File: config.mk
export PLATFORM = sky130hd
export DESIGN_NAME = fall_through_fifo
export DESIGN_NICKNAME = d
export VERILOG_FILES = /design/src/rtl/ftf_pkg.sv /design/src/rtl/ftf_strobe.sv /design/src/rtl/ftf_gate.sv /design/src/rtl/ftf_cell.sv /design/src/rtl/ftf_chain.sv /design/src/rtl/fall_through_fifo.sv
export SDC_FILE = /design/constraint.sdc
export NUM_CORES = 1
export LEC_CHECK = 0
export BUFFER_PORTS_ARGS = -buffer_cell sky130_fd_sc_hd__buf_2
export CELL_PAD_IN_SITES_DETAIL_PLACEMENT = 1
export CELL_PAD_IN_SITES_GLOBAL_PLACEMENT = 1
export CORE_MARGIN = 10
export CORE_UTILIZATION = 25
export DETAILED_ROUTE_END_ITERATION = 12
export PLACE_DENSITY = 0.42
export SETUP_SLACK_MARGIN = 0.4
export SLEW_MARGIN = 15
export SYNTH_ARGS = -nofsm -noshare
export SYNTH_HDL_FRONTEND = slang
export SYNTH_HIERARCHICAL = 1
export SYNTH_SLANG_ARGS = --single-unit
File: constraint.sdc
create_clock -name clk -period 2.2 [get_ports clk]
set_clock_uncertainty 0.05 [all_clocks]
set_input_delay 0.11 -clock clk [delete_from_list [all_inputs] [get_ports clk]]
set_output_delay 0.11 -clock clk [all_outputs]
set_load 0.005 [all_outputs]
File: src/rtl/ftf_pkg.sv
package ftf_pkg;

    // Sampled view of one handshake strobe
    typedef struct packed {
        logic level;   // current strobe level
        logic rise;    // low-to-high transition seen this cycle
    } strobe_t;

    // Register state of the edge detector
    typedef struct packed {
        logic prev;
    } edge_state_t;

    // Register state of a handshake gate
    typedef struct packed {
        logic hold;
    } gate_state_t;

endpackage

File: src/rtl/ftf_strobe.sv
module ftf_strobe
    import ftf_pkg::*;
(
    input  logic    clk,
    input  logic    rst_n,
    input  logic    level_i,
    output strobe_t evt_o
);

    edge_state_t st_d, st_q;

    always_comb begin
        st_d.prev   = level_i;
        evt_o.level = level_i;
        evt_o.rise  = level_i & ~st_q.prev;
    end

    always_ff @(posedge clk) begin
        if (!rst_n) begin
            st_q <= '0;
        end else begin
            st_q <= st_d;
        end
    end

endmodule

File: src/rtl/ftf_gate.sv
module ftf_gate
    import ftf_pkg::*;
(
    input  logic    clk,
    input  logic    rst_n,
    input  strobe_t evt_i,
    input  logic    avail_i,   // the cell this side serves can act
    output logic    act_o,     // accept (load side) or take (unload side)
    output logic    hold_o     // freeze the served cell until strobe drops
);

    gate_state_t st_d, st_q;

    always_comb begin
        act_o = evt_i.rise & avail_i;
        st_d  = st_q;
        if (act_o) begin
            st_d.hold = 1'b1;
        end else if (!evt_i.level) begin
            st_d.hold = 1'b0;
        end
        hold_o = st_q.hold;
    end

    always_ff @(posedge clk) begin
        if (!rst_n) begin
            st_q <= '0;
        end else begin
            st_q <= st_d;
        end
    end

endmodule

File: src/rtl/ftf_cell.sv
module ftf_cell #(
    parameter int WIDTH = 4
) (
    input  logic             clk,
    input  logic             rst_n,
    input  logic             fill_i,
    input  logic [WIDTH-1:0] fill_data_i,
    input  logic             drain_i,
    output logic             valid_o,
    output logic [WIDTH-1:0] data_o
);

    typedef struct packed {
        logic             valid;
        logic [WIDTH-1:0] word;
    } cell_t;

    cell_t st_d, st_q;

    always_comb begin
        st_d = st_q;
        if (fill_i) begin
            st_d.valid = 1'b1;
            st_d.word  = fill_data_i;
        end else if (drain_i) begin
            // the word register keeps its contents when emptied
            st_d.valid = 1'b0;
        end
    end

    always_ff @(posedge clk) begin
        if (!rst_n) begin
            st_q <= '0;
        end else begin
            st_q <= st_d;
        end
    end

    assign valid_o = st_q.valid;
    assign data_o  = st_q.word;

endmodule

File: src/rtl/ftf_chain.sv
module ftf_chain #(
    parameter int WIDTH = 4,
    parameter int DEPTH = 64
) (
    input  logic             clk,
    input  logic             rst_n,
    input  logic             load_i,
    input  logic [WIDTH-1:0] load_data_i,
    input  logic             head_hold_i,
    input  logic             pop_i,
    input  logic             tail_hold_i,
    output logic             head_valid_o,
    output logic             tail_valid_o,
    output logic [WIDTH-1:0] tail_data_o
);

    localparam int LAST = DEPTH - 1;

    logic [LAST:0]     valid;
    logic [WIDTH-1:0]  data [DEPTH];
    logic [LAST-1:0]   advance;   // advance[j]: cell j hands its word to j+1

    for (genvar j = 0; j < LAST; j++) begin : g_adv
        localparam bit AT_HEAD = (j == 0);
        localparam bit AT_TAIL = (j == LAST - 1);
        assign advance[j] = valid[j] & ~valid[j+1]
                          & ~(AT_HEAD & head_hold_i)
                          & ~(AT_TAIL & tail_hold_i);
    end

    for (genvar i = 0; i < DEPTH; i++) begin : g_cell
        logic             fill;
        logic             drain;
        logic [WIDTH-1:0] fill_data;

        if (i == 0) begin : g_src_ext
            assign fill      = load_i;
            assign fill_data = load_data_i;
        end else begin : g_src_up
            assign fill      = advance[i-1];
            assign fill_data = data[i-1];
        end

        if (i == LAST) begin : g_snk_ext
            assign drain = pop_i;
        end else begin : g_snk_down
            assign drain = advance[i];
        end

        ftf_cell #(.WIDTH(WIDTH)) u_cell (
            .clk         (clk),
            .rst_n       (rst_n),
            .fill_i      (fill),
            .fill_data_i (fill_data),
            .drain_i     (drain),
            .valid_o     (valid[i]),
            .data_o      (data[i])
        );
    end

    assign head_valid_o = valid[0];
    assign tail_valid_o = valid[LAST];
    assign tail_data_o  = data[LAST];

endmodule

File: src/rtl/fall_through_fifo.sv
module fall_through_fifo
    import ftf_pkg::*;
#(
    parameter int WIDTH = 4,
    parameter int DEPTH = 64
) (
    input  logic             clk,
    input  logic             rst_n,
    input  logic             shift_in,
    input  logic [WIDTH-1:0] din,
    output logic             in_ready,
    input  logic             shift_out,
    output logic [WIDTH-1:0] dout,
    output logic             out_ready
);

    strobe_t    load_evt;
    strobe_t    unload_evt;
    logic       head_valid;
    logic       tail_valid;
    logic       load_act;
    logic       load_hold;
    logic       pop_act;
    logic       pop_hold;

    ftf_strobe u_load_edge (
        .clk     (clk),
        .rst_n   (rst_n),
        .level_i (shift_in),
        .evt_o   (load_evt)
    );

    ftf_strobe u_unload_edge (
        .clk     (clk),
        .rst_n   (rst_n),
        .level_i (shift_out),
        .evt_o   (unload_evt)
    );

    ftf_gate u_load_gate (
        .clk     (clk),
        .rst_n   (rst_n),
        .evt_i   (load_evt),
        .avail_i (~head_valid),
        .act_o   (load_act),
        .hold_o  (load_hold)
    );

    ftf_gate u_unload_gate (
        .clk     (clk),
        .rst_n   (rst_n),
        .evt_i   (unload_evt),
        .avail_i (tail_valid),
        .act_o   (pop_act),
        .hold_o  (pop_hold)
    );

    ftf_chain #(.WIDTH(WIDTH), .DEPTH(DEPTH)) u_chain (
        .clk          (clk),
        .rst_n        (rst_n),
        .load_i       (load_act),
        .load_data_i  (din),
        .head_hold_i  (load_hold),
        .pop_i        (pop_act),
        .tail_hold_i  (pop_hold),
        .head_valid_o (head_valid),
        .tail_valid_o (tail_valid),
        .tail_data_o  (dout)
    );

    assign in_ready  = ~head_valid;
    assign out_ready = tail_valid;

endmodule

## After elaboration in Yosys (flattened, before gate mapping)

Cells that the tools add are included.

| storage, ports and cells | value |
|---|---|
| word-level logic and storage cells | 467 |
| flip-flop bits (word level) | 324 |
| input port bits | 8 |
| output and inout bits | 6 |

| cells by class | value |
|---|---|
| reduce and logical (&&, ||, !) cells | 64 |
| equality and inequality tests | 2 |
| multiplexer cells | 132 |
| bitwise gates (word level) | 137 |

Operators with widths:

| operator | count |
|---|---|
| 1-bit 2-to-1 mux | 132 |
| 2-bit nonzero test | 64 |
| 1-bit AND | 69 |
| 1-bit NOT | 68 |
| 2-bit by 1-bit inequality test with 1-bit output (second input constant) | 2 |

## Depth between registers and ports, before layout

Gate-level depths: netlist (run 1).

| logic depth | value |
|---|---|
| depth after elaboration | 5 |
| mapped depth | 5 |
| depth with buffers taken out | 4 |

## Cells and area by module

The synthesis (run 1) kept the hierarchy.

Modules (own cells, without submodules):

| module | area each (sq um) | instances | cells an instance | sequential area each (sq um) |
|---|---|---|---|---|
| ftf_cell | 190.2 | 64 | 16 | 100.1 |
| ftf_chain | 559.3 | 1 | 63 | 0.0 |
| ftf_strobe | 47.5 | 2 | 4 | 20.0 |
| ftf_gate | 41.3 | 2 | 4 | 20.0 |
| fall_through_fifo | 3.8 | 1 | 1 | 0.0 |

## Worst setup path before layout (run 1)

Ideal clock, no wire load.

| path | value |
|---|---|
| kind | register to register |
| from | reg u_chain.g_cell[63].u_cell.st_q (netlist bit u_chain/g_cell[63].u_cell/valid_o) |
| to | reg u_chain.g_cell[63].u_cell.st_q (netlist bit u_chain/g_cell[63].u_cell/data_o[0]) |
| arrival | 0.907 ns |
| path buffers | 1 |
| cell stages (with the launch flop) | 5 |
| clock period less this slack | 1.073 ns |
| data required time | 2.034 ns |
| setup slack | 1.127 ns |
| library setup time | 0.116 ns |
| cells stage by stage | dfxtp_1 -> nor3b_2 -> buf_6 -> mux2i_1 -> nor2b_1 |

| on the way | value |
|---|---|
| word-level cells in the longest chain between the ends | 3 |

RTL lines:

| item | line | text |
|---|---|---|
| start: declaration | ftf_cell.sv:18 | `cell_t st_d, st_q;` |
| start signal: assignment | ftf_cell.sv:35 | `st_q <= st_d;` |
| 1-bit NOT | ftf_chain.sv:26 | `assign advance[j] = valid[j] & ~valid[j+1]` |
| 1-bit AND | ftf_chain.sv:26 |  |
| 1-bit AND | ftf_chain.sv:28 | `& ~(AT_TAIL & tail_hold_i);` |
| via u_chain.g_cell[62].drain | ftf_chain.sv:33 | `logic drain;` |

The timed path passes the listed nets, and every way through them passes these cells.
A chain may end at the register's enable or synchronous reset.

## Worst setup path in the final report (run 1)

Same ends and word-level chain as after synthesis.

==> results.cfg, run 1 <==
[placement]
dp_cells = 1735
dpl_cell_area_um2 = 13200
gp_congestion = 0.613
dp_hpwl_um = 13700
port_buffers = 13

[timing]
finalHoldViolations = 0
slew_viol_final = 0
whs_ps = 60.9
rsz0062_at_grt = false
setup_tns_ps = 0
worst_pin_slew_ps = 538
period_share_pct = 58.9
slew_headroom_pct = 64.0
final-setup-viol-count = 0
post-route-min-period_ps = 1300
clock.fmax_ghz = 0.772

[routing]
dr.pass1.iters = 4
vias = 7160
drc = 0
via_per_inst = 3.96
wl_per_cell_um = 12.2
routed_wl_um = 22100
first_iter_violations = 242
ant_nets = 0

[global_route]
track_usage_pct = 7.49
antenna_found_initial = 0
grt-ovfl-total = 0
grt_pass1_vias = 7538
grt_max_degree = 74
grt_first_pass_wirelength_um = 38400

[setup_path]
required_ps = 2580
path_max_fanout = 6
reg2regPathDepth = 3
start_kind = register
setup.worst_path.class = register to register
cp_data_arrival_time_ps = 1680
end_kind = register

[power]
p_per_area_nw_per_um2 = 882
vdd_drop_max_mv = 0.502
p_leak_nw = 4.76

[die]
fp.dieH_um = 247
die_area_um2 = 61100
start_util_pct = 25.2
core_um2 = 51200
die_x_um = 247
ioPinCount = 14
rows = 83

[clocking]
cts_made_buffers = 40
ctsHtreeMaxLevel = 2
ctsRootBufferMaster = clkbuf_16
clock-sinks = 324
clkLatencyLatePin_ps = 540
cts_tree = yes
cts_resized = 0
clk_pin_slew_worst_paths_ps = 60
clock_path_buffers = 3

[final_layout]
area_growth_pct = 12.4
finalNonFillerCells = 1809
final_nets = 1111
diodes = 0
drive_gt1_share_pct = 12.3
fin_area_um2 = 14500
fin_util_pct = 28.3

[synthesis]
synthCells = 1104
synth.avg_cell_area_um2 = 11.7
synth_nets = 1112
yosysWarnings = 6
synth_top_area_share_pct = 50.2
synth_seq_area_share_pct = 50.2
ys_ff_latch = 324
syn-cell-area_um2 = 12900
ys_types = 13
synth.largest_area_cell = dfxtp_1
synth_area_leaders = dfxtp_1 (50%), mux2i_1 (20%), nor2b_1 (16%)

[worst_hold_path]
holdPathStages = 2
worstHoldPathType = input port to register

[job]
drv_cap = 0

[outcome]
status = complete, no violations
## cell usage in the layout (no fill, tap or decap), types with 3 or more instances in the layout
| cell type | netlist | final |
|---|---|---|
| o21a_1 | 64 | 64 |
| clkbuf_16 | 0 | 42 |
| clkbuf_8 | 0 | 9 |
| dfxtp_1 | 324 | 324 |
| mux2i_1 | 256 | 256 |
| and2b_2 | 61 | 61 |
| nor2b_1 | 322 | 322 |
| buf_12 | 0 | 4 |
| clkinv_2 | 0 | 3 |
| clkbuf_1 | 0 | 13 |
| buf_2 | 0 | 12 |
| dlygate4sd3_1 | 0 | 6 |
## area by class of cell
cell class                 instances  area (um^2)
clock buffer                      63         1210
clock inverter                     5         61.3
fill                            5593        36700
inverter                           1         3.75
multi-input combinational        713         5690
sequential                       324         6490
tap                              680          851
timing repair buffer              23          214
## per-layer routing
layer  global-route usage (%)  share of wire, %
met5                        0                 0
met4                     3.71               3.4
met3                     1.86               3.4
met2                     12.2                45
met1                     9.11                48
## power breakdown
part	total (mW)	switching, mW	internal (mW)	leakage (nW)
Clock	6.33	2.46	3.87	0.623
Combinational	0.505	0.240	0.265	1.52
Sequential	5.96	0.0342	5.93	2.61
## repair_timing
| action | in CTS | in global routing |
|---|---|---|
| buffers inserted | 0 | 0 |
| endpoints found under the hold margin | 8 | 0 |
| hold buffers | 6 | 0 |
## critical path, cell delays in order, from the launching register on
cell and delay [ps]:
dfxtp_1 340, nor3b_2 490, mux2i_1 250, nor2b_1 60
## per-stage QoR
step | worst slack [ps] | power (mW)
floorplan | 1130 | 6.54
finish | 905 | 12.8
global placement | 912 | 6.60
detailed placement | 901 | 6.60
global route | 756 | 13.4
CTS | 874 | 13.2
## worst paths after layout
| path | end | from | slack [ps] |
|---|---|---|---|
| hold reg to reg | u_chain/g_cell[50].u_cell/data_o[1] | u_chain/g_cell[50].u_cell/data_o[1] | 460 |
| setup / recovery | u_chain/g_cell[63].u_cell/data_o[0] | u_chain/g_cell[63].u_cell/valid_o | 900 |
| hold / removal | u_chain/g_cell[3].u_cell/valid_o | rst_n | 60 |
| setup reg to reg | u_chain/g_cell[63].u_cell/data_o[0] | u_chain/g_cell[63].u_cell/valid_o | 900 |
## flip-flops by register name, indices dropped and copies added (netlist names)
register / count
u_load_gate/hold_o: 1
u_chain/g_cell.u_cell/valid_o: 64
u_unload_gate/hold_o: 1
u_load_edge/st_q: 1
u_chain/g_cell.u_cell/data_o: 256
u_unload_edge/st_q: 1
## synth_stat cells
cell type	number
buf_6	64
dfxtp_1	324
inv_1	1
a22oi_1	2
nor3b_2	2
nor2b_1	322
buf_4	2
and2_2	2
nor2b_4	2
o21a_1	64
and2b_2	61
mux2i_1	256
and2_1	2
## cell families after synthesis
family	synth area share, %
buf+inv	5.73
simple gates	20.4
compound gates	3.84
mux	19.8
flops	50.2
Power figures use the tool's default switching activity.
==> inputs of run 2 (changes only) <==
- ABC_AREA: not set -> 1
- PLACE_DENSITY: 0.42 -> 0.46
- clock period: 2.2 -> 1.23 ns (I/O delays scaled with it)
==> run 2 against run 1 <==
Non-clock buffer count is 112 higher. Sequential cell count did not move. Sequential share of layout area decreased by 7.1 points. Global-route usage rose by 2.6 points. Synthesized area down 8.6%. Sequential power is 110% higher. Via count up 40%. Core utilization up 9.9 points. Highest routed layer unchanged. Largest cell class unchanged.
==> results.cfg, run 2 <==
[outcome]
status = complete, no violations

[final_layout]
finalNonFillerCells = 2374
diodes = 0
fillerInstances = 5333
area_growth_pct = 51.0
mostFrequentLayoutCells = nor2_1 (323), dfxtp_1 (256), nor2_4 (138)
largest_reg_flops = 256
multiInputGateArea_um2 = 6250
final_common_cell = nor2_1
final_nets = 1743
seqCellArea_um2 = 6690
drive_gt1_share_pct = 52.7

[placement]
port_buffers = 13
dp_slack_ps = 22.0
dp_cells = 2249
gp_congestion = 0.693
dp_hpwl_um = 17800

[timing]
slew_viol_final = 0
post-route-min-period_ps = 1130
clock.fmax_ghz = 0.882
period_share_pct = 92.2
slew_headroom_pct = 64.6
whs_ps = 4.68
finalHoldViolations = 0
rsz0062_at_grt = true
worst_pin_slew_ps = 531
finalWorstSetupSlack_ps = 95.8
final-setup-viol-count = 0

[global_route]
antenna_found_initial = 0
grt_pass1_vias = 10500
grt_max_degree = 77
track_usage_pct = 10.1
grt-ovfl-total = 0
grt_first_pass_wirelength_um = 49300

[synthesis]
synthTopCellsByCount = nor2_1 (573), dfxtp_1 (324), o21ai_0 (256), inv_1 (198), nand2_1 (71)
synth_async_sr_flop_share_pct = 0
synth_area_leaders = dfxtp_1 (55%), nor2_1 (18%), o21ai_0 (11%)
syn-cell-area_um2 = 11800
synth_most_common_cell = nor2_1
ys_ff_latch = 324
synth.avg_cell_area_um2 = 7.56
yosysWarnings = 6
synth-edff-count = 0
synthCells = 1560
ys_types = 10
synth_ff_type = dfxtp_1
synth_nets = 1568
synth_top_area_share_pct = 55.0
synth_seq_area_share_pct = 55.0
synth.largest_area_cell = dfxtp_1

[setup_path]
setup.worst_path.class = register to primary output
cpMaxStageDelayCell = dfxtp_2
end_kind = primary output
start_kind = register
crit_path_max_incr_delay_ps = 340
required_ps = 1120
critical_path.cell_chain = inv_2, buf_6
path_max_fanout = 2
reg2regPathDepth = 7
cp_data_arrival_time_ps = 1020

[worst_hold_path]
holdPathStages = 4
worstHoldPathType = input port to register

[power]
p_per_area_nw_per_um2 = 1620
p_leak_nw = 7.23
vdd_drop_max_mv = 0.952
total_power_mw = 28.9

[routing]
first_iter_violations = 251
vias = 10100
drc = 0
ant_nets = 0
via_per_inst = 4.23
routed_wl_um = 28800
dr.pass1.iters = 4
wl_per_cell_um = 12.1

[die]
die_x_um = 237
core_um2 = 46600
rows = 79
ioPinCount = 14
die_area_um2 = 56300
start_util_pct = 25.3
fp.dieH_um = 237

[clocking]
clk_pin_slew_worst_paths_ps = 60
clock-sinks = 324
ctsRootBufferMaster = clkbuf_16
clock_path_buffers = 3
clkLatencyLatePin_ps = 550
ctsHtreeMaxLevel = 2
cts_tree = yes
cts_made_buffers = 40

[job]
drv_cap = 0
==> run 2: cell count changes after synthesis, moves of 4 or more <==
| cell | delta |
|---|---|
| a21oi_2 | +66 |
| and2b_2 | -61 |
| buf_6 | -64 |
| inv_1 | +197 |
| inv_2 | +65 |
| mux2i_1 | -256 |
| nand2_1 | +71 |
| nor2_1 | +573 |
| nor2_2 | +4 |
| nor2b_1 | -322 |
| o21a_1 | -64 |
| o21ai_0 | +256 |
==> run 2: through the flow <==
| step | utilization (%) | setup TNS, ps | cell area, um^2 |
|---|---|---|---|
| after floorplan | - | 0 | 11900 |
| after global placement | 28.6 | -5.95 | 13300 |
| after detailed placement | 28.6 | 0 | 13300 |
| after CTS | 34.5 | 0 | 16100 |
| after global routing | 38.3 | 0 | 17800 |
| final | 38.3 | 0 | 17800 |
==> run 2: cell families (layout without fill, tap and decap cells) <==
family,after synthesis,in the layout,share of synthesized area [%]
flip-flops,324,324,55.0
AO/OA/AOI/OAI,322,322,15.8
AND/OR/NAND/NOR,649,649,20.8
buffers and inverters,265,472,8.50
==> run 2: power breakdown <==
group	leakage (nW)	total (mW)	switching [mW]	internal, mW
registers	2.68	12.5	0.986	11.5
logic	3.87	4.27	2.35	1.93
clock network	0.670	12.1	4.60	7.53
==> run 2: layout make-up <==
cell class | instances | area share [%]
clock inverter | 11 | 0.913
sequential | 324 | 37.6
tap | 607 | 4.26
timing repair buffer | 135 | 8.25
inverter | 263 | 7.19
clock buffer | 63 | 6.73
multi-input combinational | 971 | 35.1
==> run 2: metal layers <==
metal / up-vias / share of wire [%] / global-route usage, %
met4: 0 / 2.3 / 3.78
met3: 48 / 3.0 / 2.12
met2: 64 / 48 / 16.6
li1: 5217 / - / -
met1: 4723 / 47 / 12.7
met5: - / 0 / 0
==> run 2: worst paths after layout <==
| path | start | to | slack (ps) |
|---|---|---|---|
| max | u_chain/g_cell[0].u_cell/valid_o | in_ready | 100 |
| min | rst_n | u_chain/g_cell[63].u_cell/data_o[2] | 5 |
| min reg2reg | u_chain/g_cell[34].u_cell/data_o[0] | u_chain/g_cell[35].u_cell/data_o[0] | 420 |
| max reg2reg | u_chain/g_cell[63].u_cell/valid_o | u_chain/g_cell[63].u_cell/data_o[0] | 110 |
==> run 2: repair_timing <==
action	4_1_cts	5_1_grt
pin swaps	175	262
setup endpoints to repair	326	327
setup buffers	15	23
gates cloned	0	1
endpoints found under the hold margin	28	6
resized for setup	517	630
hold buffers	11	1
==> run 2: critical path, delay by kind of cell (launching register included) <==
kind / cells / cell delay (ps)
flip-flops: 1 / 340
buffers and inverters: 2 / 160
==> inputs of run 3 (changes only) <==
- ABC_AREA: 1 -> not set
- PLACE_DENSITY: 0.46 -> 0.42
==> run 3 against run 2 <==
The flow now finishes with violations (negative hold slack). Largest power group is now the clock network. Sequential share of layout area rose by 6.5 points. Via count fell by 28%. Cell count fell by 23%. Critical path type unchanged. Highest routed layer unchanged. Die area rose by 8.6%. Register-to-register slack barely moved. Core utilization fell by 9.1 points. Routed wire length fell by 20%. Clock power fell by 7%.
==> results.cfg, run 3 (synthesis results as in run 1) <==
[outcome]
status = finished, violations left
violations = negative hold slack

[final_layout]
fillerInstances = 5566
fin_area_um2 = 14900
mostFrequentLayoutCells = nor2b_1 (312), mux2i_1 (256), dfxtp_1 (254)
drive_gt1_share_pct = 20.8
area_growth_pct = 15.5
largest_reg_flops = 256
diodes = 0
final_nets = 1128
fin_util_pct = 29.1
final_common_cell = nor2b_1

[routing]
ant_nets = 0
drc = 0
via_per_inst = 3.96
vias = 7225
routed_wl_um = 23000
first_iter_violations = 217
wl_per_cell_um = 12.6
dr.pass1.iters = 4

[timing]
slew_headroom_pct = 72.7
final-setup-viol-count = 0
rsz0062_at_grt = true
worst_pin_slew_ps = 410
finalHoldViolations = 10
setup_tns_ps = 0
post-route-min-period_ps = 1160
whs_ps = -21.9
clock.fmax_ghz = 0.859
slew_viol_final = 0
period_share_pct = 94.6

[setup_path]
setup.worst_path.class = register to primary output
path_max_fanout = 3
cp_data_arrival_time_ps = 1050
crit_path_max_incr_delay_ps = 360
critical_path.cell_chain = inv_4, buf_6
start_kind = register
end_kind = primary output
required_ps = 1120
cpMaxStageDelayCell = dfxtp_2

[die]
die_x_um = 247
fp.dieH_um = 247
die_area_um2 = 61100
ioPinCount = 14
start_util_pct = 25.2
core_um2 = 51200
rows = 83

[global_route]
track_usage_pct = 7.67
grt_pass1_vias = 7438
grt_first_pass_wirelength_um = 39000
grt_max_degree = 46
antenna_found_initial = 0
grt-ovfl-total = 0

[job]
drv_cap = 0

[placement]
gp_congestion = 0.611
dp_hpwl_um = 14300
port_buffers = 13
dpl_cell_area_um2 = 13400

[worst_hold_path]
worstHoldPathType = input port to register

[power]
p_leak_nw = 4.78
p_per_area_nw_per_um2 = 1540
vdd_drop_max_mv = 0.779
total_power_mw = 23.0

[clocking]
cts_hold_buffers = 6
clkLatencyLatePin_ps = 540
cts_tree = yes
cts_made_buffers = 40
clock-sinks = 324
clock_path_buffers = 3
clk_pin_slew_worst_paths_ps = 60
ctsRootBufferMaster = clkbuf_16
ctsHtreeMaxLevel = 2
-- run 3: cell type report --
class                           instances  area [um^2]  share of cell area [%]
Sequential cell                       324         6580                    44.1
Multi-Input combinational cell        713         5810                    39.0
Clock buffer                           62         1200                    8.08
Tap cell                              680          851                    5.70
Timing Repair Buffer                   40          424                    2.84
Clock inverter                          3         43.8                   0.294
Inverter                                1         6.26                  0.0419
-- run 3: path summary, 6_finish.rpt --
kind                                                           from                                   to  slack [ps]  depth (start not counted)
worst max-delay path               u_chain/g_cell[0].u_cell/valid_o                             in_ready          70                          2
worst min-delay path                                          rst_n    u_chain/g_cell[39].u_cell/valid_o         -20                          2
worst max register to register     u_chain/g_cell[0].u_cell/valid_o   u_chain/g_cell[1].u_cell/data_o[3]         110                          4
worst min register to register  u_chain/g_cell[45].u_cell/data_o[1]  u_chain/g_cell[45].u_cell/data_o[1]         460                          2
-- run 3: repair_timing --
item / CTS / global route
endpoints found under the hold margin: 22 / 9
endpoints found under the setup margin: 326 / 328
gates resized for setup: 71 / 20
buffers inserted: 3 / 5
pin swaps: 63 / 6
-- run 3: where the power goes --
| part | switching, mW | total (mW) | leakage (nW) | internal (mW) |
|---|---|---|---|---|
| Sequential | 0.0733 | 10.7 | 2.65 | 10.6 |
| Combinational | 0.451 | 1.03 | 1.52 | 0.584 |
| Clock | 4.39 | 11.3 | 0.612 | 6.87 |
| Total | 4.92 | 23.0 | 4.78 | 18.1 |
-- run 3: through the flow --
stage               std cells  setup WS, ps  hold WS, ps
detailed placement       1744          54.0          267
CTS                      1818          36.0        -41.9
floorplan                1104           192          129
finish                   1823          65.9        -21.9
global route             1823          5.72        -23.4
global placement         1744          57.6          255
-- run 3: routing by layer --
metal	GRT usage (%)	wire, um	vias to the layer above	part of all wire, %
met4	3.14	663	0	2.9
met1	9.67	11300	3436	49
met5	0	0	-	0
li1	-	-	3684	-
met3	2.57	1000	47	4.4
met2	11.8	10000	58	44
-- run 3: critical path: cells and delay by family, from the launching register on --
kind | cells | cell delay (ps)
buf+inv | 2 | 160
flops | 1 | 360
